### config.mk
export PLATFORM = sky130hd
export DESIGN_NAME = dc_trim
export DESIGN_NICKNAME = d
export VERILOG_FILES = /design/src/rtl/dc_trim_pkg.sv /design/src/rtl/dc_trim_cfg.sv /design/src/rtl/dc_trim_est.sv /design/src/rtl/dc_trim_sub.sv /design/src/rtl/dc_trim.sv
export SDC_FILE = /design/constraint.sdc
export NUM_CORES = 1
export LEC_CHECK = 0
export ABC_AREA = 1
export BUFFER_PORTS_ARGS = -buffer_cell sky130_fd_sc_hd__buf_2
export CELL_PAD_IN_SITES_DETAIL_PLACEMENT = 1
export CELL_PAD_IN_SITES_GLOBAL_PLACEMENT = 1
export CORE_ASPECT_RATIO = 1.25
export CORE_MARGIN = 8
export CORE_UTILIZATION = 38
export CTS_CLUSTER_SIZE = 16
export DETAILED_ROUTE_END_ITERATION = 10
export GPL_ROUTABILITY_DRIVEN = 0
export HOLD_SLACK_MARGIN = 0.06
export MAX_ROUTING_LAYER = met4
export PLACE_DENSITY = 0.79
export SETUP_SLACK_MARGIN = 0.15
export SYNTH_ARGS = -nofsm -noshare
export SYNTH_HDL_FRONTEND = slang
export SYNTH_HIERARCHICAL = 1
export SYNTH_SLANG_ARGS = --single-unit
### constraint.sdc
create_clock -name clk -period 3.7 [get_ports clk]
set_clock_uncertainty 0.1 [all_clocks]
set_input_delay 0 -clock clk [delete_from_list [all_inputs] [get_ports clk]]
set_output_delay 0 -clock clk [all_outputs]
set_load 0.05 [all_outputs]
### src/rtl/dc_trim_pkg.sv
package dc_trim_pkg;

    localparam int SAMPLE_W = 16;
    localparam int FRAC_W   = 16;
    localparam int CFG_W    = 32;
    localparam int DIS_BIT  = 18;
    localparam int MODE_LSB = 16;

    typedef enum logic [1:0] {
        TRACK_WIDE   = 2'b00,
        TRACK_MED    = 2'b01,
        TRACK_NARROW = 2'b10,
        HOST_FIXED   = 2'b11
    } trim_mode_e;

    typedef struct packed {
        logic                       dis;
        trim_mode_e                 mode;
        logic signed [SAMPLE_W-1:0] ofs;
    } trim_cfg_t;

    function automatic trim_cfg_t decode_cfg(input logic [CFG_W-1:0] w);
        trim_cfg_t c;
        c.dis  = w[DIS_BIT];
        c.mode = trim_mode_e'(w[MODE_LSB+1:MODE_LSB]);
        c.ofs  = w[SAMPLE_W-1:0];
        return c;
    endfunction

endpackage

### src/rtl/dc_trim_cfg.sv
module dc_trim_cfg
    import dc_trim_pkg::*;
(
    input  logic             clk,
    input  logic             rst,
    input  logic             we,
    input  logic [CFG_W-1:0] wdata,
    output trim_cfg_t        cfg
);
    always_ff @(posedge clk) begin
        if (rst)     cfg <= '0;
        else if (we) cfg <= decode_cfg(wdata);
    end
endmodule

### src/rtl/dc_trim_est.sv
module dc_trim_est
    import dc_trim_pkg::*;
#(
    parameter int DATA_W   = SAMPLE_W,
    parameter int FRAC_BITS = FRAC_W,
    parameter int K_WIDE   = 8,
    parameter int K_MED    = 12,
    parameter int K_NARROW = 16
) (
    input  logic                              clk,
    input  logic                              rst,
    input  logic                              smp_valid,
    input  logic signed [DATA_W-1:0]          smp,
    input  trim_cfg_t                         cfg,
    output logic signed [DATA_W-1:0]          est_int,
    output logic signed [DATA_W+FRAC_BITS-1:0] est_full
);
    localparam int EST_W  = DATA_W + FRAC_BITS;
    localparam int DIFF_W = EST_W + 2;
    localparam int N_BW   = 3;
    localparam int K_TAB [N_BW] = '{K_WIDE, K_MED, K_NARROW};

    logic signed [EST_W-1:0]  est_q;
    logic signed [EST_W-1:0]  x_scaled;
    logic signed [DIFF_W-1:0] diff;
    logic signed [DIFF_W-1:0] step_c [N_BW];
    logic signed [DIFF_W-1:0] step_sel;
    logic signed [EST_W-1:0]  est_nxt;
    logic                     upd;

    assign x_scaled = {smp, {FRAC_BITS{1'b0}}};
    assign diff     = DIFF_W'(x_scaled) - DIFF_W'(est_q);

    for (genvar g = 0; g < N_BW; g++) begin : g_bw
        assign step_c[g] = diff >>> K_TAB[g];
    end

    always_comb begin
        case (cfg.mode)
            TRACK_MED:    step_sel = step_c[1];
            TRACK_NARROW: step_sel = step_c[2];
            default:      step_sel = step_c[0];
        endcase
    end

    assign est_nxt = est_q + EST_W'(step_sel);
    assign upd     = smp_valid && (cfg.mode != HOST_FIXED);

    always_ff @(posedge clk) begin
        if (rst || cfg.dis) est_q <= '0;
        else if (upd)       est_q <= est_nxt;
    end

    assign est_int  = est_q[EST_W-1 -: DATA_W];
    assign est_full = est_q;
endmodule

### src/rtl/dc_trim_sub.sv
module dc_trim_sub
    import dc_trim_pkg::*;
#(
    parameter int DATA_W = SAMPLE_W
) (
    input  logic signed [DATA_W-1:0] x,
    input  trim_cfg_t                cfg,
    input  logic signed [DATA_W-1:0] est_int,
    output logic signed [DATA_W-1:0] y
);
    localparam int WIDE_W = DATA_W + 1;
    localparam logic signed [DATA_W-1:0] POS_LIM = {1'b0, {(DATA_W-1){1'b1}}};
    localparam logic signed [DATA_W-1:0] NEG_LIM = {1'b1, {(DATA_W-1){1'b0}}};

    logic signed [DATA_W-1:0] off;
    logic signed [WIDE_W-1:0] wide;

    always_comb begin
        if (cfg.mode == HOST_FIXED) off = cfg.ofs;
        else if (cfg.dis)           off = '0;
        else                        off = est_int;
    end

    assign wide = WIDE_W'(x) - WIDE_W'(off);

    always_comb begin
        if (wide[WIDE_W-1] != wide[WIDE_W-2])
            y = wide[WIDE_W-1] ? NEG_LIM : POS_LIM;
        else
            y = wide[DATA_W-1:0];
    end
endmodule

### src/rtl/dc_trim.sv
module dc_trim
    import dc_trim_pkg::*;
#(
    parameter int DATA_W   = SAMPLE_W,
    parameter int FRAC_BITS = FRAC_W,
    parameter int K_WIDE   = 8,
    parameter int K_MED    = 12,
    parameter int K_NARROW = 16
) (
    input  logic              clk,
    input  logic              rst,
    input  logic              cfg_we,
    input  logic [CFG_W-1:0]  cfg_wdata,
    input  logic              in_valid,
    input  logic [DATA_W-1:0] in_sample,
    output logic              out_valid,
    output logic [DATA_W-1:0] out_sample
);
    localparam int EST_W = DATA_W + FRAC_BITS;

    trim_cfg_t                cfg_q;
    logic signed [DATA_W-1:0] est_int;
    logic signed [EST_W-1:0]  est_full;
    logic signed [DATA_W-1:0] y;
    logic                     cfg_dis;
    logic                     host_mode;

    assign cfg_dis   = cfg_q.dis;
    assign host_mode = (cfg_q.mode == HOST_FIXED);

    dc_trim_cfg u_cfg (
        .clk(clk), .rst(rst), .we(cfg_we), .wdata(cfg_wdata), .cfg(cfg_q)
    );

    dc_trim_est #(
        .DATA_W(DATA_W), .FRAC_BITS(FRAC_BITS),
        .K_WIDE(K_WIDE), .K_MED(K_MED), .K_NARROW(K_NARROW)
    ) u_est (
        .clk(clk), .rst(rst), .smp_valid(in_valid), .smp(in_sample),
        .cfg(cfg_q), .est_int(est_int), .est_full(est_full)
    );

    dc_trim_sub #(.DATA_W(DATA_W)) u_sub (
        .x(in_sample), .cfg(cfg_q), .est_int(est_int), .y(y)
    );

    always_ff @(posedge clk) begin
        if (rst) begin
            out_valid  <= 1'b0;
            out_sample <= '0;
        end else begin
            out_valid <= in_valid;
            if (in_valid) out_sample <= y;
        end
    end
endmodule

==> results of run 1 <==
==> stage by stage <==
| stage | total power, mW | setup TNS [ps] | worst slack, ps | cell area (µm²) |
|---|---|---|---|---|
| floorplan | 3.305 | 0 | 97.03 | 7734 |
| global placement | 4.904 | -7702 | -537.5 | 9729 |
| global route | 8.732 | -24840 | -1429 | 12130 |
| CTS | 6.744 | -4540 | -367.3 | 11170 |
| finish | 8.545 | -24420 | -1360 | 12130 |
| detailed placement | 5.083 | -11500 | -727.7 | 9729 |
==> sequential cells by signal (all words and copies together), names as in the netlist <==
name / flops
out_valid: 1
out_sample: 16
u_cfg/cfg: 19
u_est/est_full: 32
==> what timing repair did <==
| action | CTS | global route |
|---|---|---|
| resized for setup | 178 | 171 |
| hold buffers | 21 | 0 |
| setup buffers | 33 | 30 |
| hold endpoints to repair | 35 | 0 |
| pin swaps | 73 | 100 |
| setup endpoints to repair | 27 | 42 |
==> path summary, 6_finish.rpt <==
kind | end | startpoint
min | out_sample[0] | in_valid
max | u_est/est_full[26] | u_est/est_full[19]
max reg2reg | u_est/est_full[26] | u_est/est_full[19]
min reg2reg | out_sample[14] | out_sample[14]
==> power by group <==
group | leakage, nW | internal, mW | switching (mW) | total (mW)
logic | 5.56 | 2.62 | 3.98 | 6.60
registers | 0.571 | 0.847 | 0.0949 | 0.942
clock network | 0.149 | 0.536 | 0.472 | 1.01
total | 6.28 | 4.00 | 4.54 | 8.55
==> synth_stat cells, types with 16 or more instances <==
| library cell | instances | area share |
|---|---|---|
| nor2_1 | 132 | 0.067 |
| clkbuf_1 | 17 | 0.0086 |
| nand2_2 | 28 | 0.024 |
| o21ai_0 | 63 | 0.042 |
| nand3_1 | 50 | 0.034 |
| buf_4 | 19 | 0.019 |
| a31oi_1 | 21 | 0.018 |
| xnor2_1 | 16 | 0.019 |
| nand2_1 | 348 | 0.18 |
| inv_1 | 198 | 0.10 |
| xor2_1 | 29 | 0.034 |
| dfxtp_1 | 68 | 0.18 |
| ha_1 | 61 | 0.10 |
| a21oi_1 | 93 | 0.063 |
==> cells in the final DEF (no fill, tap or decap), drive strengths merged, types with 2 or more instances in the layout <==
| cell type | n |
|---|---|
| a211oi | 4 |
| a21boi | 2 |
| a21o | 4 |
| a21oi | 95 |
| a31oi | 21 |
| buf | 346 |
| clkbuf | 9 |
| clkinvlp | 2 |
| dfxtp | 68 |
| diode | 3 |
| dlygate4sd3 | 21 |
| fa | 2 |
| ha | 61 |
| inv | 209 |
| nand2 | 378 |
| nand3 | 55 |
| nand3b | 3 |
| nand4 | 7 |
| nor2 | 147 |
| nor3 | 11 |
| o2111ai | 2 |
| o211ai | 4 |
| o21ai | 72 |
| o21bai | 4 |
| o221ai | 2 |
| or2 | 5 |
| xnor2 | 16 |
| xor2 | 29 |
==> cell families (layout without fill, tap and decap cells) <==
family | after synthesis | count (layout) | share of synthesized area
AOI/OAI and AO/OA | 212 | 212 | 0.1579
xor gates and xnor gates | 45 | 45 | 0.05298
DFF | 68 | 68 | 0.1830
adders and majority gates | 63 | 63 | 0.1080
other | 0 | 3 | 0
buffers and inverters | 254 | 589 | 0.1488
and+or+nand+nor | 610 | 610 | 0.3493
==> final cells by class <==
cell class	count	area, µm²	area share
multi-input combinational	930	6546	0.5398
timing repair buffer	367	2759	0.2275
sequential	68	1388	0.1144
inverter	206	789.5	0.06510
tap	265	331.6	0.02734
clock buffer	9	225.2	0.01857
clock inverter	7	81.33	0.006706
antenna	3	7.507	0.0006190
==> per-layer routing <==
layer  global-route usage  vias to the layer above  share of wire
met5                    -                        -              0
met4               0.3773                        0           0.12
met3              0.09862                      514          0.098
met2               0.6431                      936           0.46
met1               0.3230                     5444           0.32
li1                     -                     4605              -
==> critical path: cells and delay by family (launching register included) <==
family	cells	cell delay (ps)
buf+inv	9	1020
flops	1	380
compound gates	6	1190
fa+ha+maj	2	490
xor+xnor	1	140
simple gates	12	1580
==> flow_summary.json, run 1 <==
{
  "crit_type": "flop to flop",
  "clk_pin_slew_ps": 90,
  "ant_nets": 0,
  "worstHoldPathCells": 4,
  "area_growth_pct": 63.02,
  "dp_cells": 1752,
  "min_path_type": "input port to flop",
  "layout.nets": 1697,
  "clk_path_buf_depth": 2,
  "power_density_nw_per_um2": 704.6,
  "synth_cell_types": 51,
  "clock_sinks": 68,
  "ioPinCount": 69,
  "tightest_slew_ps": 1059,
  "layout.cells.non_filler": 1855,
  "ys_ff_latch": 68,
  "synth_ff_type": "dfxtp_1",
  "timing.hold.ws_ps": 112.0,
  "drt-vias-per-instance": 6.199,
  "synthCells": 1252,
  "max_freq_mhz": 197.6,
  "ys_seq_area_frac": 0.1830,
  "setup.worst_path.start_class": "flop",
  "r2r_cells": 30,
  "r2r_setup_slack_ps": -1360,
  "setup.worst_path.end_class": "flop",
  "status": "finished with violations",
  "crit_required_ps": 3850,
  "finalCritPeriodShare": 1.368,
  "final_layout_size_suffix_gt1_frac": 0.4512,
  "synth_edf_count": 0,
  "first_iter_violations": 1072,
  "cts_root_buffer": "clkbuf_16",
  "nFillCells": 2482,
  "syn_area_per_cell_um2": 5.942,
  "finalMaxSlewViolations": 0,
  "antenna_found_initial": 3,
  "cpMaxStageDelayCell": "dfxtp_2",
  "place_hpwl_um": 25210,
  "setup_ws_ps": -1360,
  "routedWlPerCell_um": 29.93,
  "p_leak_nw": 6.276,
  "die_x_um": 141.2,
  "cts_tree": "yes",
  "grt_pass1_wl_um": 66570,
  "fin_crit_ps": 5060,
  "grt_max_degree": 56,
  "violations": "negative setup slack",
  "io_buffers": 55,
  "vias": 11499,
  "wirelength_um": 55520,
  "postSynth.asyncResetShare": 0,
  "crit_arrival_ps": 5210,
  "ir_drop_v": 0.0004160,
  "syn_nets": 1367,
  "clk_latency_ps": 400,
  "setup_viol": 26,
  "grt_overflow_total": 0,
  "dr.pass1.iters": 7,
  "fin_util": 0.6275,
  "core_um2": 19330,
  "cp_max_fo": 3,
  "critPathMaxStageDelay_ps": 380,
  "grtUsageTotal": 0.3729,
  "hold_violations": 0,
  "maxCapViolations": 0,
  "cts_made_buffers": 9,
  "die_h_um": 172.4,
  "rsz0062_at_grt": "true",
  "slew_headroom": 0.2929,
  "grt_pass1_vias": 11894,
  "drcViolationCount": 0,
  "synth_area_um2": 7440,
  "die_area_um2": 24340,
  "htreeDepth": 3,
  "initial_core_util": 0.3849,
  "rows": 57,
  "yosys_warnings": 6
}
(Power assumes the default switching activity.)
==> run 2, diff against run 1 <==
--- a/config.mk
+++ b/config.mk
@@ -19,6 +19,7 @@
 export MAX_ROUTING_LAYER = met4
 export PLACE_DENSITY = 0.79
 export SETUP_SLACK_MARGIN = 0.15
+export SKIP_CTS_REPAIR_TIMING = 1
 export SYNTH_ARGS = -nofsm -noshare
 export SYNTH_HDL_FRONTEND = slang
 export SYNTH_HIERARCHICAL = 1
==> flow_summary.json, run 2 (synthesized netlist as in run 1, its figures left out) <==
{
  "status": "finished with violations",
  "violations": "negative setup slack",
  "clk_latency_ps": 360,
  "tightest_slew_ps": 966.4,
  "grt_pass1_vias": 10084,
  "power_density_nw_per_um2": 661.6,
  "ant_nets": 0,
  "final_layout_size_suffix_gt1_frac": 0.3837,
  "p_leak_nw": 6.006,
  "drt-vias-per-instance": 5.794,
  "totalPowerFinal_mw": 7.462,
  "setup.worst_path.start_class": "flop",
  "crit_required_ps": 3850,
  "die_h_um": 172.4,
  "rows": 57,
  "antenna_found_initial": 0,
  "grtUsageTotal": 0.2659,
  "setup_ws_ps": -1134,
  "initial_core_util": 0.3849,
  "core_um2": 19330,
  "nFillCells": 2564,
  "fin_util": 0.5836,
  "ir_drop_v": 0.0004055,
  "cts_made_buffers": 9,
  "clk_path_buf_depth": 2,
  "die_x_um": 141.2,
  "maxCapViolations": 0,
  "drcViolationCount": 0,
  "final-seq-area_um2": 1385,
  "min_path_type": "input port to flop",
  "reg2reg_from": "u_est/est_full[19]",
  "dr.pass1.iters": 7,
  "layout_commonest_cell": "nand2_1",
  "crit_type": "flop to flop",
  "area_growth_pct": 51.61,
  "clock_sinks": 68,
  "stdcell_area_um2": 11280,
  "dpl_cell_area_um2": 9729,
  "first_iter_violations": 814,
  "cp_max_fo": 5,
  "io_buffers": 55,
  "routedWlPerCell_um": 24.35,
  "cts_tree": "yes",
  "setup_viol": 28,
  "crit_start": "u_est/est_full[19]",
  "final.setup.tns_ps": -19220,
  "insertedDiodeCount": 0,
  "rsz0062_at_grt": "true",
  "grt_max_degree": 56,
  "cts_root_buffer": "clkbuf_16",
  "htreeDepth": 3,
  "min_from": "in_valid",
  "crit_arrival_ps": 4990,
  "max_freq_mhz": 206.9,
  "die_area_um2": 24340,
  "hold_violations": 0,
  "wirelength_um": 44340,
  "multi_input_area_um2": 5972,
  "layout_common_cells": "nand2_1, buf_4, inv_1",
  "finalMaxSlewViolations": 0,
  "fin_crit_ps": 4834,
  "ioPinCount": 69,
  "setup.worst_path.end_class": "flop",
  "grt_pass1_wl_um": 49570,
  "clk_pin_slew_ps": 70,
  "slew_headroom": 0.3548,
  "largest_reg_flops": 32,
  "grt_overflow_total": 0,
  "vias": 10550,
  "place_hpwl_um": 25210,
  "finalCritPeriodShare": 1.306,
  "layout.nets": 1666
}
-- run 2: cell count changes in the layout (fill, tap and decap cells not counted), moves of 6 or more --
cell	before	now
nand3_2	21	15
inv_1	160	176
inv_2	39	29
ha_4	32	23
nor2_4	12	6
a21oi_4	11	5
nand2_4	23	9
nand2_2	75	54
buf_4	272	243
a21oi_1	59	67
nand3_1	32	38
nand2_1	279	314
-- run 2: path summary, 6_finish.rpt --
kind | slack, ps | cells after the start | end
worst max register to register | -1130 | 27 | u_est/est_full[30]
worst min register to register | 370 | 2 | out_sample[0]
worst min-delay path | 60 | 4 | out_valid
worst max-delay path | -1130 | 27 | u_est/est_full[30]
-- run 2: per-layer routing --
layer,up-vias,track usage,part of all wire
met5,-,-,0
met4,0,0.2069,0.11
met3,351,0.03315,0.074
met2,659,0.4936,0.48
met1,5003,0.2470,0.33
li1,4537,-,-
-- run 2: power by group --
part           leakage [nW]  internal (mW)  switching, mW
logic                  5.29           2.27           3.29
clock network         0.149          0.536          0.435
registers             0.570          0.846         0.0846
total                  6.01           3.65           3.81
-- run 2: metrics by stage --
step / worst slack, ps / cells / hold WS [ps]
floorplan: 97.03 / 1252 / -28.75
global placement: -537.5 / 1752 / 155.5
detailed placement: -727.7 / 1752 / 154.2
CTS: -798.1 / 1768 / -200.8
global route: -1283 / 1821 / 105.1
finish: -1134 / 1821 / 59.77
-- run 2: critical path, stage by stage (launching register included) --
cell and delay [ps]:
dfxtp_2 360, inv_1 80, ha_4 300, nand2_1 100
inv_1 110, buf_4 130, nand4_1 120, or4_4 580
nor2_4 100, nor2_1 50, nand2_1 90, nand3_1 210
a31oi_4 360, ha_4 280, a21o_1 200, a21oi_1 160
nand2_1 100, a31oi_2 230, o21ai_2 120, nand3_1 90
and2_4 180, o21ai_4 90, nand2_2 110, nand2_1 60
nand2_1 110, nand3_2 90, nand2_1 120, inv_1 60
-- run 2: layout make-up --
cell class / instances / share of cell area
multi-input combinational: 930 / 0.5294
clock buffer: 9 / 0.01997
inverter: 206 / 0.06855
sequential: 68 / 0.1228
clock inverter: 7 / 0.007210
timing repair buffer: 336 / 0.2226
tap: 265 / 0.02940
==> run 3, diff against run 2 <==
--- a/config.mk
+++ b/config.mk
@@ -11,13 +11,14 @@
 export CELL_PAD_IN_SITES_GLOBAL_PLACEMENT = 1
 export CORE_ASPECT_RATIO = 1.25
 export CORE_MARGIN = 8
-export CORE_UTILIZATION = 38
+export CORE_UTILIZATION = 46
+export CTS_BUF_LIST = sky130_fd_sc_hd__clkbuf_8 sky130_fd_sc_hd__clkbuf_16
 export CTS_CLUSTER_SIZE = 16
 export DETAILED_ROUTE_END_ITERATION = 10
 export GPL_ROUTABILITY_DRIVEN = 0
 export HOLD_SLACK_MARGIN = 0.06
 export MAX_ROUTING_LAYER = met4
-export PLACE_DENSITY = 0.79
+export PLACE_DENSITY = 0.89
 export SETUP_SLACK_MARGIN = 0.15
 export SKIP_CTS_REPAIR_TIMING = 1
 export SYNTH_ARGS = -nofsm -noshare
==> constraint.sdc (replaced) <==
create_clock -name clk -period 5.65 [get_ports clk]
set_clock_uncertainty 0.1 [all_clocks]
set_input_delay 0 -clock clk [delete_from_list [all_inputs] [get_ports clk]]
set_output_delay 0 -clock clk [all_outputs]
set_load 0.05 [all_outputs]
==> flow_summary.json, run 3 (synthesized netlist as in run 1, its figures left out) <==
{
  "max_freq_mhz": 197.6,
  "die_area_um2": 20520,
  "finalCritPeriodShare": 0.8958,
  "cts_root_buffer": "clkbuf_16",
  "p_switching_mw": 1.662,
  "setup.worst_path.start_class": "flop",
  "io_buffers": 55,
  "r2r_setup_slack_ps": 590,
  "fin_crit_ps": 5061,
  "rsz0062_at_grt": "false",
  "setup.worst_path.end_class": "flop",
  "dr.pass1.iters": 5,
  "timing.hold.ws_ps": 109.3,
  "routedWlPerCell_um": 18.37,
  "place_hpwl_um": 20090,
  "clock_sinks": 68,
  "critPathMaxStageDelay_ps": 490,
  "crit_top_cell": "nand2_1",
  "stdcell_area_um2": 8168,
  "cpMaxStageDelayCell": "or4_1",
  "p_sw_frac": 0.5173,
  "crit_type": "flop to flop",
  "wirelength_um": 27770,
  "dpl_cell_area_um2": 7659,
  "reg2reg_from": "u_est/est_full[21]",
  "drt-vias-per-instance": 5.540,
  "grt_pass1_wl_um": 40850,
  "layout_common_cells": "nand2_1, inv_1, nor2_1",
  "p_clk_frac": 0.186,
  "intPower_mw": 1.550,
  "min_path_type": "input port to flop",
  "setup_viol": 0,
  "grt_overflow_total": 0,
  "dp_cells": 1476,
  "ir_drop_v": 0.0001896,
  "largest_reg_flops": 32,
  "status": "finished clean",
  "grt_pass1_vias": 8385,
  "r2r-end": "u_est/est_full[30]",
  "clk_path_buf_depth": 2,
  "htreeDepth": 3,
  "min_from": "in_valid",
  "core_um2": 16010,
  "grt_max_degree": 56,
  "antenna_found_initial": 0,
  "insertedDiodeCount": 0,
  "clk_latency_ps": 350,
  "nFillCells": 2280,
  "drcViolationCount": 0,
  "power.share.combinational": 0.621,
  "maxCapViolations": 0,
  "die_x_um": 129.7,
  "slew_headroom": 0.3628,
  "worstHoldPathCells": 3,
  "first_iter_violations": 510,
  "clk_pin_slew_ps": 70,
  "layout_commonest_cell": "nand2_1",
  "power_density_nw_per_um2": 393.3,
  "layout.nets": 1406,
  "r2r_cells": 26,
  "die_h_um": 158.2,
  "grtUsageTotal": 0.2602,
  "hold_violations": 0,
  "crit_required_ps": 5800,
  "initial_core_util": 0.4648,
  "cts_tree": "yes",
  "crit_arrival_ps": 5210,
  "vias": 8377,
  "cp_max_fo": 5,
  "ant_nets": 0,
  "p_seq_frac": 0.193,
  "hold_path_end": "out_valid",
  "cts_made_buffers": 9,
  "p_leak_nw": 4.543,
  "final_layout_size_suffix_gt1_frac": 0.1080,
  "ioPinCount": 69,
  "finalMaxSlewViolations": 0,
  "tightest_slew_ps": 950.0,
  "area_growth_pct": 9.788,
  "final.setup.tns_ps": 0,
  "rows": 52,
  "fin_util": 0.5103,
  "layout.cells.non_filler": 1512
}
run 3: cell count changes in the layout (fill, tap and decap cells not counted), sizes merged:
cell	delta
buf	-260
clkbuf	+1
clkinv	+3
clkinvlp	-1
inv	-3
run 3: per-stage QoR:
step           power [mW]  worst slack (ps)
3_3_place_gp        2.453             991.9
6_report            3.212             588.8
2_1_floorplan       2.085              1842
3_5_place_dp        2.523             826.1
4_1_cts             3.158             812.9
5_1_grt             3.449             235.6
run 3: worst max path at each step:
stage,slack [ps],cells past startpoint,startpoint,endpoint
after floorplan,1840,33,u_est/est_full[29],u_est/est_full[30]
after global placement,990,28,u_est/est_full[1],u_est/est_full[22]
after detailed placement,830,28,u_est/est_full[26],u_est/est_full[29]
after CTS,810,28,u_est/est_full[26],u_est/est_full[29]
after global routing,240,25,u_est/est_full[25],u_est/est_full[30]
final,590,26,u_est/est_full[21],u_est/est_full[30]
run 3: layer usage:
| layer | vias to the layer above | routed length, µm | GRT usage |
|---|---|---|---|
| met3 | 120 | 1311 | 0.03573 |
| met2 | 291 | 14220 | 0.4671 |
| met4 | 0 | 1714 | 0.1685 |
| met5 | - | 0 | - |
| li1 | 4021 | - | - |
| met1 | 3945 | 10530 | 0.2601 |
run 3: power groups by stage:
stage	logic [mW]	clock network [mW]	registers (mW)
after global routing	2.19	0.629	0.629
after CTS	1.93	0.609	0.617
after global placement	1.83	0	0.622
after floorplan	1.41	0	0.674
after detailed placement	1.90	0	0.627
final	1.99	0.599	0.619
run 3: layout make-up:
cell class              instances  area [µm²]  area share
clock buffers                  10       239.0     0.02926
clock inverters                 6       70.07    0.008578
inverters                     206       773.2     0.09467
multi-input cells             930        4971      0.6086
flip-flops and latches         68        1361      0.1667
well taps                     216       270.3     0.03309
repair buffers                 76       483.0     0.05913
run 3: worst max-delay path, delay by kind of cell, from the launching register on:
| kind | cells | cell delay, ps |
|---|---|---|
| AND/OR/NAND/NOR | 16 | 2260 |
| AO/OA/AOI/OAI | 6 | 1270 |
| adder cells (fa/ha/maj) | 2 | 740 |
| flip-flops | 1 | 410 |
| buffers and inverters | 2 | 180 |
